**src/rtl/usb_port_pkg.sv**
```systemverilog
package usb_port_pkg;

    typedef enum logic [2:0] {
        PS_IDLE      = 3'd0,
        PS_SUSPEND   = 3'd1,
        PS_READY     = 3'd2,
        PS_BUS_RESET = 3'd3,
        PS_RESUME    = 3'd4
    } port_state_e;

    localparam int NUM_IRQ      = 4;
    localparam int IRQ_RST_SENT = 0;
    localparam int IRQ_WAKEUP   = 1;
    localparam int IRQ_CONNECT  = 2;
    localparam int IRQ_DISCONN  = 3;

    typedef struct packed {
        port_state_e        state;
        logic               vbus;
        logic               sof;
        logic               resume_pend;
        logic [NUM_IRQ-1:0] irq;
        logic               pipe_dis;
    } port_regs_t;

endpackage

```
**src/rtl/usb_port_linemon.sv**
```systemverilog
module usb_port_linemon (
    input  logic clk,
    input  logic rst_n,
    input  logic dp_i,
    input  logic dm_i,
    output logic attach_o,
    output logic se0_o
);
    logic [1:0] line_d, line_q;

    always_comb begin
        line_d = {dp_i, dm_i};
    end

    always_ff @(posedge clk) begin
        if (!rst_n) line_q <= 2'b00;
        else        line_q <= line_d;
    end

    assign attach_o = |line_q;
    assign se0_o    = ~|line_q;
endmodule

```
**src/rtl/usb_port_rst_timer.sv**
```systemverilog
module usb_port_rst_timer #(
    parameter int TICKS = 50
) (
    input  logic clk,
    input  logic rst_n,
    input  logic en_i,
    input  logic tick_i,
    output logic done_o
);
    localparam int CW = (TICKS > 1) ? $clog2(TICKS) : 1;
    localparam logic [CW-1:0] LAST = CW'(TICKS - 1);

    logic [CW-1:0] cnt_d, cnt_q;

    always_comb begin
        cnt_d  = cnt_q;
        done_o = en_i && tick_i && (cnt_q == LAST);
        if (!en_i)       cnt_d = '0;
        else if (done_o) cnt_d = '0;
        else if (tick_i) cnt_d = cnt_q + 1'b1;
    end

    always_ff @(posedge clk) begin
        if (!rst_n) cnt_q <= '0;
        else        cnt_q <= cnt_d;
    end

    assert_count_in_range_R6: assert property (@(posedge clk) disable iff (!rst_n)
        cnt_q <= LAST);
    assert_count_idle_zero_R6: assert property (@(posedge clk) disable iff (!rst_n)
        !en_i |=> cnt_q == '0);
endmodule

```
**src/rtl/usb_host_port_ctrl.sv**
```systemverilog
module usb_host_port_ctrl
    import usb_port_pkg::*;
#(
    parameter int RST_TICKS = 50
) (
    input  logic               clk,
    input  logic               rst_n,
    input  logic               vbus_req_set_i,
    input  logic               rst_send_i,
    input  logic               sof_en_set_i,
    input  logic               sof_en_clr_i,
    input  logic [NUM_IRQ-1:0] irq_clr_i,
    input  logic               dp_i,
    input  logic               dm_i,
    input  logic               tick_i,
    output logic               vbus_en_o,
    output logic               bus_rst_o,
    output logic               sof_en_o,
    output logic [NUM_IRQ-1:0] irq_flags_o,
    output logic               pipe_disable_o,
    output logic [2:0]         port_state_o
);
    port_regs_t         r_d, r_q;
    logic [NUM_IRQ-1:0] ev;
    logic               attach, se0, rst_done, in_reset;

    usb_port_linemon u_linemon (
        .clk      (clk),
        .rst_n    (rst_n),
        .dp_i     (dp_i),
        .dm_i     (dm_i),
        .attach_o (attach),
        .se0_o    (se0)
    );

    assign in_reset = (r_q.state == PS_BUS_RESET);

    usb_port_rst_timer #(.TICKS(RST_TICKS)) u_timer (
        .clk    (clk),
        .rst_n  (rst_n),
        .en_i   (in_reset),
        .tick_i (tick_i),
        .done_o (rst_done)
    );

    always_comb begin
        r_d          = r_q;
        r_d.pipe_dis = 1'b0;
        ev           = '0;
        if (vbus_req_set_i) r_d.vbus = 1'b1;
        if (sof_en_set_i)   r_d.sof  = 1'b1;
        if (sof_en_clr_i)   r_d.sof  = 1'b0;

        unique case (r_q.state)
            PS_IDLE: begin
                if (r_q.vbus && attach) begin
                    r_d.state       = r_d.sof ? PS_READY : PS_SUSPEND;
                    ev[IRQ_CONNECT] = 1'b1;
                end
            end
            PS_SUSPEND, PS_READY: begin
                if (se0) begin
                    r_d.state       = PS_IDLE;
                    ev[IRQ_DISCONN] = 1'b1;
                end else if (rst_send_i) begin
                    r_d.state       = PS_BUS_RESET;
                    r_d.resume_pend = ~r_q.sof;
                end else begin
                    r_d.state       = r_d.sof ? PS_READY : PS_SUSPEND;
                end
            end
            PS_BUS_RESET: begin
                if (se0) begin
                    r_d.state       = PS_IDLE;
                    ev[IRQ_DISCONN] = 1'b1;
                end else if (rst_done) begin
                    r_d.pipe_dis     = 1'b1;
                    ev[IRQ_RST_SENT] = 1'b1;
                    if (r_q.resume_pend) begin
                        r_d.state      = PS_RESUME;
                        r_d.sof        = 1'b1;
                        ev[IRQ_WAKEUP] = 1'b1;
                    end else begin
                        r_d.state = r_d.sof ? PS_READY : PS_SUSPEND;
                    end
                end
            end
            PS_RESUME: begin
                if (se0) begin
                    r_d.state       = PS_IDLE;
                    ev[IRQ_DISCONN] = 1'b1;
                end else begin
                    r_d.state = r_d.sof ? PS_READY : PS_SUSPEND;
                end
            end
            default: r_d.state = PS_IDLE;
        endcase

        r_d.irq = (r_q.irq & ~irq_clr_i) | ev;
    end

    always_ff @(posedge clk) begin
        if (!rst_n) begin
            r_q.state       <= PS_IDLE;
            r_q.vbus        <= 1'b0;
            r_q.sof         <= 1'b0;
            r_q.resume_pend <= 1'b0;
            r_q.irq         <= '0;
            r_q.pipe_dis    <= 1'b0;
        end else begin
            r_q <= r_d;
        end
    end

    assign vbus_en_o      = r_q.vbus;
    assign bus_rst_o      = in_reset;
    assign sof_en_o       = r_q.sof;
    assign irq_flags_o    = r_q.irq;
    assign pipe_disable_o = r_q.pipe_dis;
    assign port_state_o   = r_q.state;

    assert_no_attach_without_vbus_R2: assert property (@(posedge clk) disable iff (!rst_n)
        (r_q.state == PS_IDLE && !r_q.vbus) |=> r_q.state == PS_IDLE);
    assert_vbus_sticky_R2: assert property (@(posedge clk) disable iff (!rst_n)
        r_q.vbus |=> r_q.vbus);
    assert_disconnect_to_idle_R3: assert property (@(posedge clk) disable iff (!rst_n)
        (r_q.state != PS_IDLE && se0) |=> r_q.state == PS_IDLE);
    assert_suspend_means_sof_off_R4: assert property (@(posedge clk) disable iff (!rst_n)
        (r_q.state == PS_SUSPEND) |-> !r_q.sof);
    assert_ready_means_sof_on_R4: assert property (@(posedge clk) disable iff (!rst_n)
        (r_q.state == PS_READY) |-> r_q.sof);
    assert_pipe_pulse_single_R7: assert property (@(posedge clk) disable iff (!rst_n)
        r_q.pipe_dis |=> !r_q.pipe_dis);
    assert_pipe_after_reset_R7: assert property (@(posedge clk) disable iff (!rst_n)
        r_q.pipe_dis |-> ($past(in_reset) && r_q.irq[IRQ_RST_SENT]));
    assert_resume_sof_wake_R8: assert property (@(posedge clk) disable iff (!rst_n)
        (r_q.state == PS_RESUME) |-> (r_q.sof && r_q.irq[IRQ_WAKEUP]));
    assert_resume_one_cycle_R8: assert property (@(posedge clk) disable iff (!rst_n)
        (r_q.state == PS_RESUME) |=> r_q.state != PS_RESUME);
endmodule

```
**config.mk**
```make
export PLATFORM = sky130hd
export DESIGN_NAME = usb_host_port_ctrl
export DESIGN_NICKNAME = d
export VERILOG_FILES = /design/src/rtl/usb_port_pkg.sv /design/src/rtl/usb_port_linemon.sv /design/src/rtl/usb_port_rst_timer.sv /design/src/rtl/usb_host_port_ctrl.sv
export SDC_FILE = /design/constraint.sdc
export NUM_CORES = 1
export LEC_CHECK = 0
export BUFFER_PORTS_ARGS = -buffer_cell sky130_fd_sc_hd__buf_2
export CAP_MARGIN = 40
export CORE_ASPECT_RATIO = 1.2
export CORE_MARGIN = 4
export CORE_UTILIZATION = 23
export CTS_BUF_LIST = sky130_fd_sc_hd__clkbuf_2
export DETAILED_ROUTE_END_ITERATION = 7
export SLEW_MARGIN = 15
export SYNTH_ARGS = -nofsm -noshare
export SYNTH_HDL_FRONTEND = slang
export SYNTH_HIERARCHICAL = 1
export SYNTH_SLANG_ARGS = --single-unit
```
**constraint.sdc**
```tcl
create_clock -name clk -period 2.3 [get_ports clk]
set_input_delay 0.69 -clock clk [delete_from_list [all_inputs] [get_ports clk]]
set_output_delay 0.69 -clock clk [all_outputs]
set_load 0.005 [all_outputs]
```
==> summary by stage, run 1 <==
Run status
The flow ran to the end, and the final reports show no timing, DRC or antenna violations.

Critical path
The critical path is of the flip-flop to primary output type. The flop-to-flop setup slack is 0.40 ns. The logic depth of the worst register-to-register path is 8. The critical path goes through nand2_2, nor2_1, buf_2. The critical path's largest stage delay is 0.53 ns. Of all nets on the critical path, the largest fanout is 9.

The nature of the critical path startpoint is a flip-flop. STA puts the critical path data arrival time at 1.29 ns. The dominant delay contributor by cell family on the critical path is flip-flops. The endpoint identified for the worst register-to-register timing path is irq_flags_o[1]. The critical path runs through a total of 3 cells.

The worst setup path is captured at a primary output. The slowest stage of the critical path belongs to the cell dfxtp_1. The origin of the critical flop-to-flop path is port_state_o[1]. The total buffers and inverters traversed by the critical path is 1. The data required time of the worst path is 1.61 ns.

Cells and area
The fraction of final layout cells sized beyond drive strength 1 is 0.269. The antenna diode instance count is 0. After the last flow step, the layout net total stands at 135. The finished cells cover 1020 um^2. The area growth from synthesis to layout is 14.4%.

Yosys
The number of distinct standard cells referenced by the synthesized netlist is 34. The number of warning messages in the yosys log is 6. Counting every net in the synthesized netlist gives 116.

By area the synthesized netlist is led by dfxtp_1, buf_4, nand2_1. The cell count after synthesis is 101. The cell type contributing the most total cell area after synthesis is dfxtp_1.

The share of synthesized area in the top cell type comes to 0.425. The most used flip-flop cell after synthesis is dfxtp_1. After synthesis the cells add up to 895 um^2. The sequential element share of the synthesized area is 0.425. Synthesis inferred 19 register bits.

Each instance of the synthesized netlist takes up on average 8.86 um^2. After synthesis, the most frequently instantiated cells are dfxtp_1, nand2_1, nor2_1, buf_4, inv_1. Of all flip-flops after synthesis, the portion carrying an async set or reset was 0. The synthesized design contains 0 enable-type register cells. Yosys instantiated no cell more often than dfxtp_1.

Timing
Setup total negative slack on the finished layout was measured at 0 ns. Setup repair after global routing left no endpoint under its margin. The setup-violating endpoint count in the final report is 0. Of the available clock period, the critical path in the final layout requires 0.861.

The clock skew after layout is 0.00828 ns. The normalized max-slew margin is 0.707. The worst hold slack is 0.489 ns.

The actual transition at the worst max-transition pin is 0.436 ns. The final-report max-slew violation count is 0. The number of endpoints with negative hold slack in the final report is 0. The shortest period the worst path allows is 1.98 ns.

For this run, the top clock speed supported by timing is 0.505 GHz.

Floorplanning
The die outline width is 64.9 um. The initial standard-cell utilization of the core is 0.242. The number of rows in the core area is 24. The core region is 3690 um^2. The floorplan step defined a die boundary enclosing 4960 um^2.

The die is 76.3 um tall. During I/O placement, the number of pins put on the boundary was 24.

Global route
After global routing the overflow that remains totals 0. The first global-routing pass estimated 3020 um of wire. For this run, the total global-route usage over all layers was measured as 0.0758. The number of antenna violations at the first check in global routing is 0. Entering global routing, the biggest net connects 11 pins. The via count of the first global-routing pass was 742.

Clocking
The number of clock buffers added by TritonCTS is 3. No sink is reached through more buffers than the 2 on the longest clock path. The number of gates resized after CTS was 0. Clock-pin slew was measured on the worst setup and hold paths at 0.17 ns. The number of setup buffers added after CTS is 0. The level count of the clock H-tree is 1.

TritonCTS built the clock tree. The insertion delay to the later sink of the worst-skew pair is 0.28 ns. The cell at the root of the clock tree is clkbuf_2.

The number of hold buffers added after CTS was 0. For this design, the sink count on the clock tree is 19.

Place
The placed instances occupy a cell area of 1000 um^2. In this run the tool buffered the top-level ports with 23 buffer cells. Summed over all nets, the half-perimeter wirelength after detailed placement is 1470 um. The final weighted congestion in routability-driven placement is 0.761.

Drt
The average routed wire per standard cell is 10.2 um. After the first detailed-routing iteration, the DRC count stood at 12. The routed layout has 700 vias. The detailed-route wire length is 1740 um.

The number of antenna-violating nets in the routed design is 0. The number of remaining DRC errors is 0. The number of detailed-route iterations in the first pass is 2.

Dividing the detail-routed via count by the number of cells gives 4.09.

Hold path
The path with the worst hold slack has its endpoint at irq_flags_o[1]. The number of stages on the worst hold path is 2. The path class of the tightest hold or removal check is flip-flop to flip-flop.

The startpoint of the most critical hold path is irq_flags_o[1].

Power and ir drop
The largest voltage drop on the vdd net is 0.222 mV. After layout, the design draws a total of 0.535 mW. The reported leakage power is 0.443 nW. Power spread over the standard cell area amounts to 522 nW/um^2.

Job
The count of max-cap constraint violations is 0.
## power breakdown
| group | switching [mW] | internal, mW | total, mW |
|---|---|---|---|
| sequential | 0.00752 | 0.338 | 0.345 |
| combinational | 0.0266 | 0.0255 | 0.0521 |
| clock | 0.0912 | 0.0461 | 0.137 |
| total | 0.125 | 0.409 | 0.535 |
## cells in the final DEF (no fill, tap or decap), types with 2 or more instances in the layout
cell      synthesis  routed
xor2_1            4       4
a21oi_1           3       3
o211ai_1          2       2
ha_1              2       2
or3_1             2       2
o21ai_0           3       3
nand2_1          12      12
dfxtp_1          19      19
inv_1             7       7
and2_1            4       4
clkbuf_2          0       4
buf_2             0      23
nor2_1           12      12
nand3b_1          2       2
## sequential cells by signal (all words and copies together) (netlist names)
| name | count |
|---|---|
| irq_flags_o | 4 |
| pipe_disable_o | 1 |
| port_state_o | 3 |
| r_q | 1 |
| sof_en_o | 1 |
| u_linemon/line_q | 2 |
| u_timer/cnt_q | 6 |
| vbus_en_o | 1 |
## how the worst max path moves through the flow
| stage | slack [ns] | endpoint | from |
|---|---|---|---|
| finish | 0.32 | bus_rst_o | port_state_o[1] |
| floorplan | 0.50 | port_state_o[0] | tick_i |
| global route | 0.05 | sof_en_o | port_state_o[1] |
| global placement | 0.36 | sof_en_o | tick_i |
| detailed placement | 0.30 | irq_flags_o[1] | tick_i |
| CTS | 0.28 | bus_rst_o | port_state_o[1] |
## per-layer routing
layer,part of all wire,track usage,routed length (um)
met1,0.42,0.0875,725
met2,0.54,0.135,945
met3,0.039,0.0177,67
met4,0,0.0233,0
met5,0,0,0
## logic make-up after synthesis
family,after synthesis,synth area share
adder cells (fa/ha/maj),2,0.0280
XOR/XNOR,5,0.0489
AND/OR/NAND/NOR,42,0.252
buffers and inverters,16,0.109
flip-flops,19,0.425
AO/OA/AOI/OAI,17,0.137
## per-stage QoR
step,worst slack [ns],cells,util
2_1_floorplan,0.498,101,-
3_3_place_gp,0.358,167,0.272
3_5_place_dp,0.297,167,0.272
4_1_cts,0.280,171,0.277
5_1_grt,0.0543,171,0.277
6_report,0.320,171,0.277
## worst min-delay path, cell delays in order, from the launching register on
cell and delay [ns]:
dfxtp_1 0.34, nand3b_1 0.08, nand2_1 0.05
## cell type report
cell class,instances,area (um^2)
inverters,7,26.3
fillers,420,2670
well taps,52,65.1
multi-input cells,66,417
repair buffers,23,115
flip-flops and latches,19,380
clock buffers,4,20.0
No activity file was read; power rests on OpenSTA's default activity.
==> run 2: changes to the inputs <==
--- a/config.mk
+++ b/config.mk
@@ -8,7 +8,7 @@
 export BUFFER_PORTS_ARGS = -buffer_cell sky130_fd_sc_hd__buf_2
 export CAP_MARGIN = 40
 export CORE_ASPECT_RATIO = 1.2
-export CORE_MARGIN = 4
+export CORE_MARGIN = 2
 export CORE_UTILIZATION = 23
 export CTS_BUF_LIST = sky130_fd_sc_hd__clkbuf_2
 export DETAILED_ROUTE_END_ITERATION = 7
==> summary by stage, run 2 (synthesized netlist as in run 1, its figures left out) <==
Floorplanning
The die outline width is 60.9 um. The core region is 3690 um^2. The number of top-level pins is 24.

The die covers 4410 um^2. The die span in y is 72.3 um. For this configuration, the core starts out at a cell density of 0.242. The number of rows in the core area is 24.

Critical path
The worst setup path is captured at a flip-flop. The arrival time at the worst endpoint is 2.23 ns. The worst setup path is launched from a flip-flop. The data required time of the worst path is 2.55 ns. The worst setup path category is flip-flop to flip-flop. The critical-path maximum fanout is 8.

Cells and area
In the layout the commonest cells are buf_2, dfxtp_1, nor2_1, nand2_1, inv_1. The area growth from synthesis to layout is 15.2%. In the final layout, the share of cells above drive strength 1 is 0.275. In the final design database the tool counted 136 nets.

The finished layout holds 172 standard cells, fillers aside. Counting the fill cells in the layout gives 406. The antenna diode instance count is 0. The most common cell after layout, fill and taps aside is buf_2. Counting flops per register, the top entry is u_timer/cnt_q.

The register with the most flip-flops in the layout has 6 of them.

Power and ir drop
The reported leakage power is 0.449 nW. Internal power comes to 0.410 mW. Summed over all nets, the switching power comes to 0.130 mW. Of the total power, the share spent switching nets is 0.240.

The clock network fraction of design power is 0.263. VDD sags by at most 0.221 mV. Of the total power, registers draw 0.638. The share of total power dissipated in combinational logic is 0.099. The power per unit of standard cell area is 523 nW/um^2.

Place
Counting tap cells, the placed design contains a total of 168 instances. The final weighted congestion in routability-driven placement is 0.813. The number of buffer cells added on primary ports is 23. Summed over all nets, the half-perimeter wirelength after detailed placement is 1440 um.

Timing
Dividing the final minimum period by the clock period gives 0.860. The setup-violating endpoint count in the final report is 0. Setup total negative slack on the finished layout was measured at 0 ns.

Setup repair after global routing left no endpoint under its margin. Subtracting the final worst setup slack from the clock period gives 1.98 ns. The actual transition at the worst max-transition pin is 0.503 ns.

The number of endpoints with negative hold slack in the final report is 0. The final-report max-slew violation count is 0. The maximum clock rate is 0.505 GHz. The clock skew after layout is 0.00435 ns.

Headroom to the max-slew limit came out at 0.661.

Drt
Dividing the detail-routed via count by the number of cells gives 4.20. The iteration-0 DRC count of the detailed router is 3. The number of detailed-route iterations in the first pass is 3. The number of remaining DRC errors is 0. The detailed-route wire length is 1750 um. Dividing the detail-routed wire length by the instance count gives 10.2 um. Once detail routing completed, the nets flagged for antenna violations numbered 0.

The detailed router placed 723 vias in this run.

Global route
The first-pass GRT wire length is 2880 um. The total overflow left after global routing is 0. The number of antenna violations at the first check in global routing is 0.

Across every metal layer, demand over resource in global routing totals 0.0856. The via count of the first global-routing pass is 678. Entering global routing, the biggest net connects 11 pins.

Clocking
The register clock-pin slew on the reported worst setup and hold paths is 0.16 ns. The number of buffers created by CTS is 3. The number of instances resized during post-cts repair is 0. The tree built by TritonCTS fans out to 19 sinks. The insertion delay to the later sink of the worst-skew pair is 0.29 ns. The number of setup buffers added after CTS is 0. In this run the number of H-tree levels came out at 1. The cell at the root of the clock tree is clkbuf_2. The largest buffer count on any clock path is 2. The CTS tree is done. The cts-stage hold buffer count is 0.

Hold path
The path class of the tightest hold or removal check is flip-flop to flip-flop.

Job
The count of max-cap constraint violations is 0.

Run status
The flow ran to the end, and the final reports show no timing, DRC or antenna violations.
run 2: cell types whose count changed in the layout (fill, tap and decap cells not counted), sizes merged:
cell | before | now
buf | 23 | 24
run 2: per-stage QoR:
| stage | total power [mW] | setup slack [ns] | hold WS, ns | instance area [um^2] | util |
|---|---|---|---|---|---|
| finish | 0.540 | 0.321 | 0.483 | 1030 | 0.279 |
| global route | 0.575 | 0.0852 | 0.496 | 1030 | 0.279 |
| CTS | 0.550 | 0.319 | 0.488 | 1030 | 0.279 |
| detailed placement | 0.406 | 0.188 | 0.463 | 1010 | 0.274 |
| global placement | 0.405 | 0.356 | 0.459 | 1010 | 0.274 |
| floorplan | 0.387 | 0.498 | 0.449 | 895 | - |
run 2: area by class of cell:
| cell class | instances | area (um^2) | share of cell area |
|---|---|---|---|
| Timing Repair Buffer | 24 | 123 | 0.119 |
| Sequential cell | 19 | 380 | 0.369 |
| Tap cell | 52 | 65.1 | 0.0631 |
| Clock buffer | 4 | 20.0 | 0.0194 |
| Multi-Input combinational cell | 66 | 417 | 0.404 |
| Inverter | 7 | 26.3 | 0.0255 |
run 2: worst paths after layout:
path                    from        endpoint  slack, ns  depth (start not counted)
max          port_state_o[0]        sof_en_o       0.32                          8
max reg2reg  port_state_o[0]        sof_en_o       0.32                          8
min           irq_flags_o[1]  irq_flags_o[1]       0.48                          2
min reg2reg   irq_flags_o[1]  irq_flags_o[1]       0.48                          2
run 2: metal layers:
layer,vias up,track usage,share of wire
met4,0,0.0507,0.0080
met5,-,0,0
met1,332,0.0961,0.43
met3,2,0.0214,0.056
met2,12,0.142,0.51
li1,377,-,-
run 2: critical path, cell delays in order (launching register included):
cell     delay [ns]
dfxtp_1        0.49
nand2_2        0.10
nor2_1         0.22
inv_1          0.07
nor3_1         0.32
nand2_1        0.08
nor4_1         0.40
nand2_1        0.17
nand2_1        0.09
run 2: power groups by stage:
stage	clock (mW)	combinational, mW	sequential (mW)
after floorplan	0	0.0372	0.350
after global placement	0	0.0538	0.351
after detailed placement	0	0.0548	0.351
after CTS	0.151	0.0549	0.344
after global routing	0.167	0.0619	0.346
final	0.142	0.0537	0.344
==> run 3: changes to the inputs <==
--- a/config.mk
+++ b/config.mk
@@ -9,7 +9,7 @@
 export CAP_MARGIN = 40
 export CORE_ASPECT_RATIO = 1.2
 export CORE_MARGIN = 2
-export CORE_UTILIZATION = 23
+export CORE_UTILIZATION = 40
 export CTS_BUF_LIST = sky130_fd_sc_hd__clkbuf_2
 export DETAILED_ROUTE_END_ITERATION = 7
 export SLEW_MARGIN = 15
==> summary by stage, run 3 (synthesized netlist as in run 1, its figures left out) <==
Run status
The run finished with clean final reports.

Cells and area
Leaving out fill and tap cells, the most frequent cell in the layout is buf_2. The top cell types in the final layout, fill and taps aside, are buf_2, dfxtp_1, nor2_1, nand2_1, inv_1. For this run, the number of standard cells in the final layout without fillers is 150. The area growth from synthesis to layout is 12.9%. The final net count is 136. Measured on the finished design, the core utilization comes to 0.482. Ranked by flip-flop count, first place goes to u_timer/cnt_q. The number of antenna diodes in the final layout is 0. Of the cells placed in the final design, the portion with a size suffix greater than 1 is 0.283. The number of flip-flops in the largest register is 6.

Critical path
The worst register-to-register path begins at port_state_o[0]. The data required time of the worst path is 1.61 ns. Along the worst path, the maximum fanout reaches 8. The start point of the critical path is port_state_o[0].

The critical path is of the flip-flop to primary output type. Data arrives at the worst endpoint at 1.29 ns. The nature of the critical path startpoint is a flip-flop. For the worst flop-to-flop path, the logic depth is 8. STA classifies the critical path endpoint as a primary output.

Drt
The number of vias per cell after detailed routing is 4.71. The number of antenna-violating nets in the routed design is 0. The average routed wire per standard cell is 10.3 um. The iteration-0 DRC count of the detailed router is 15. The total via count in the routed design is 706. The number of detailed-route iterations in the first pass is 4. The number of remaining DRC errors is 0. The routed design has 1540 um of wire.

Place
Detailed placement finished with a half-perimeter wire length of 1200 um. The total placed cells including tap cells is 146. Prior to clock tree synthesis, the placed netlist has a worst setup slack of 0.201 ns. At the end of routability-driven placement, the weighted congestion stood at 0.845.

The count of buffers added on input and output ports is 23.

Floorplanning
The area of the core region is 2090 um^2. For this design the top-level I/O count stands at 24. The initial standard-cell utilization of the core is 0.427. The die area is 2630 um^2.

The number of rows in the core area is 18. The die span in y is 55.8 um. The die outline width is 47.2 um.

Global route
The first global-routing pass estimated 2660 um of wire. For this run, the total global-route usage over all layers was measured as 0.134. The number of antenna violations at the first check in global routing was 0. The via count of the first global-routing pass is 635. The largest net degree at the start of global routing is 12. The total overflow left after global routing is 0.

Clocking
The number of sinks on the clock net is 19. In this run the deepest clock path goes through 2 buffers. The number of hold buffers added after CTS was 0. In this run the number of H-tree levels came out at 1. The insertion delay to the later sink of the worst-skew pair is 0.30 ns. The number of buffers created by CTS is 3.

The cell sitting at the root of the clock tree is a clkbuf_2. The register clock-pin slew on the reported worst setup and hold paths is 0.19 ns. The CTS tree is done.

Power and ir drop
VDD sags by at most 0.295 mV. Power comes to 0.538 mW. Summed over all cells, the static leakage comes to 0.449 nW. The power per unit of standard cell area is 533 nW/um^2.

Hold path
The path class of the tightest hold or removal check is flip-flop to flip-flop. The startpoint of the most critical hold path is irq_flags_o[1]. The number of stages on the worst hold path is 2.

Timing
The actual transition at the worst max-transition pin is 0.425 ns. Derived from the worst setup path, the maximum achievable clock frequency is 0.506 GHz. The shortest period the worst path allows is 1.98 ns. Setup violations remaining at the end of the flow were counted as 0. The worst path meets setup with 0.322 ns of slack. Headroom to the max-slew limit came out at 0.716. The number of endpoints with negative hold slack in the final report came to 0. The final-report max-slew violation count is 0. Setup repair after global routing left no endpoint under its margin. Adding up every negative setup slack in the final design gives 0 ns. The clock skew after layout is 0.0130 ns. The final critical-path share of the clock period is 0.860.

Job
The count of max-cap constraint violations is 0.
[run 3: changes by cell type in the layout (fill, tap and decap cells not counted)]
cell      change
nor4_2        +1
clkbuf_2      -1
nor4_1        -1
clkinv_2      +1
[run 3: through the flow]
step | area [um^2] | hold WS [ns]
6_report | 1010 | 0.481
5_1_grt | 1010 | 0.536
4_1_cts | 1000 | 0.486
3_5_place_dp | 983 | 0.462
3_3_place_gp | 983 | 0.455
2_1_floorplan | 895 | 0.449
[run 3: power by group]
group | total [mW] | internal (mW) | switching, mW
Clock | 0.140 | 0.0394 | 0.100
Sequential | 0.344 | 0.338 | 0.00664
Combinational | 0.0534 | 0.0263 | 0.0271
[run 3: timing repair]
| item | CTS | global route |
|---|---|---|
| resized for setup | 0 | 1 |
| setup buffers | 0 | 0 |
| endpoints found under the setup margin | 0 | 2 |
[run 3: cell type report]
| class | count | area (um^2) |
|---|---|---|
| Inverter | 7 | 26.3 |
| Tap cell | 30 | 37.5 |
| Sequential cell | 19 | 380 |
| Timing Repair Buffer | 24 | 123 |
| Clock buffer | 3 | 15.0 |
| Fill cell | 217 | 1080 |
| Multi-Input combinational cell | 66 | 423 |
| Clock inverter | 1 | 5.00 |
[run 3: worst max-delay path: stages (launching register included)]
cell and delay (ns):
dfxtp_1 0.51, nand2_2 0.10, nor2_1 0.23, buf_2 0.16
[run 3: final timing paths]
kind,end,slack [ns]
setup / recovery,bus_rst_o,0.32
hold reg to reg,irq_flags_o[1],0.48
hold / removal,irq_flags_o[1],0.48
setup reg to reg,sof_en_o,0.48
[run 3: metal layers]
layer / track usage / up-vias / wire [um]
met4: 0.0595 / 0 / 12
met5: 0 / - / 0
met1: 0.192 / 311 / 759
met3: 0.0195 / 2 / 87
li1: - / 373 / -
met2: 0.196 / 20 / 685
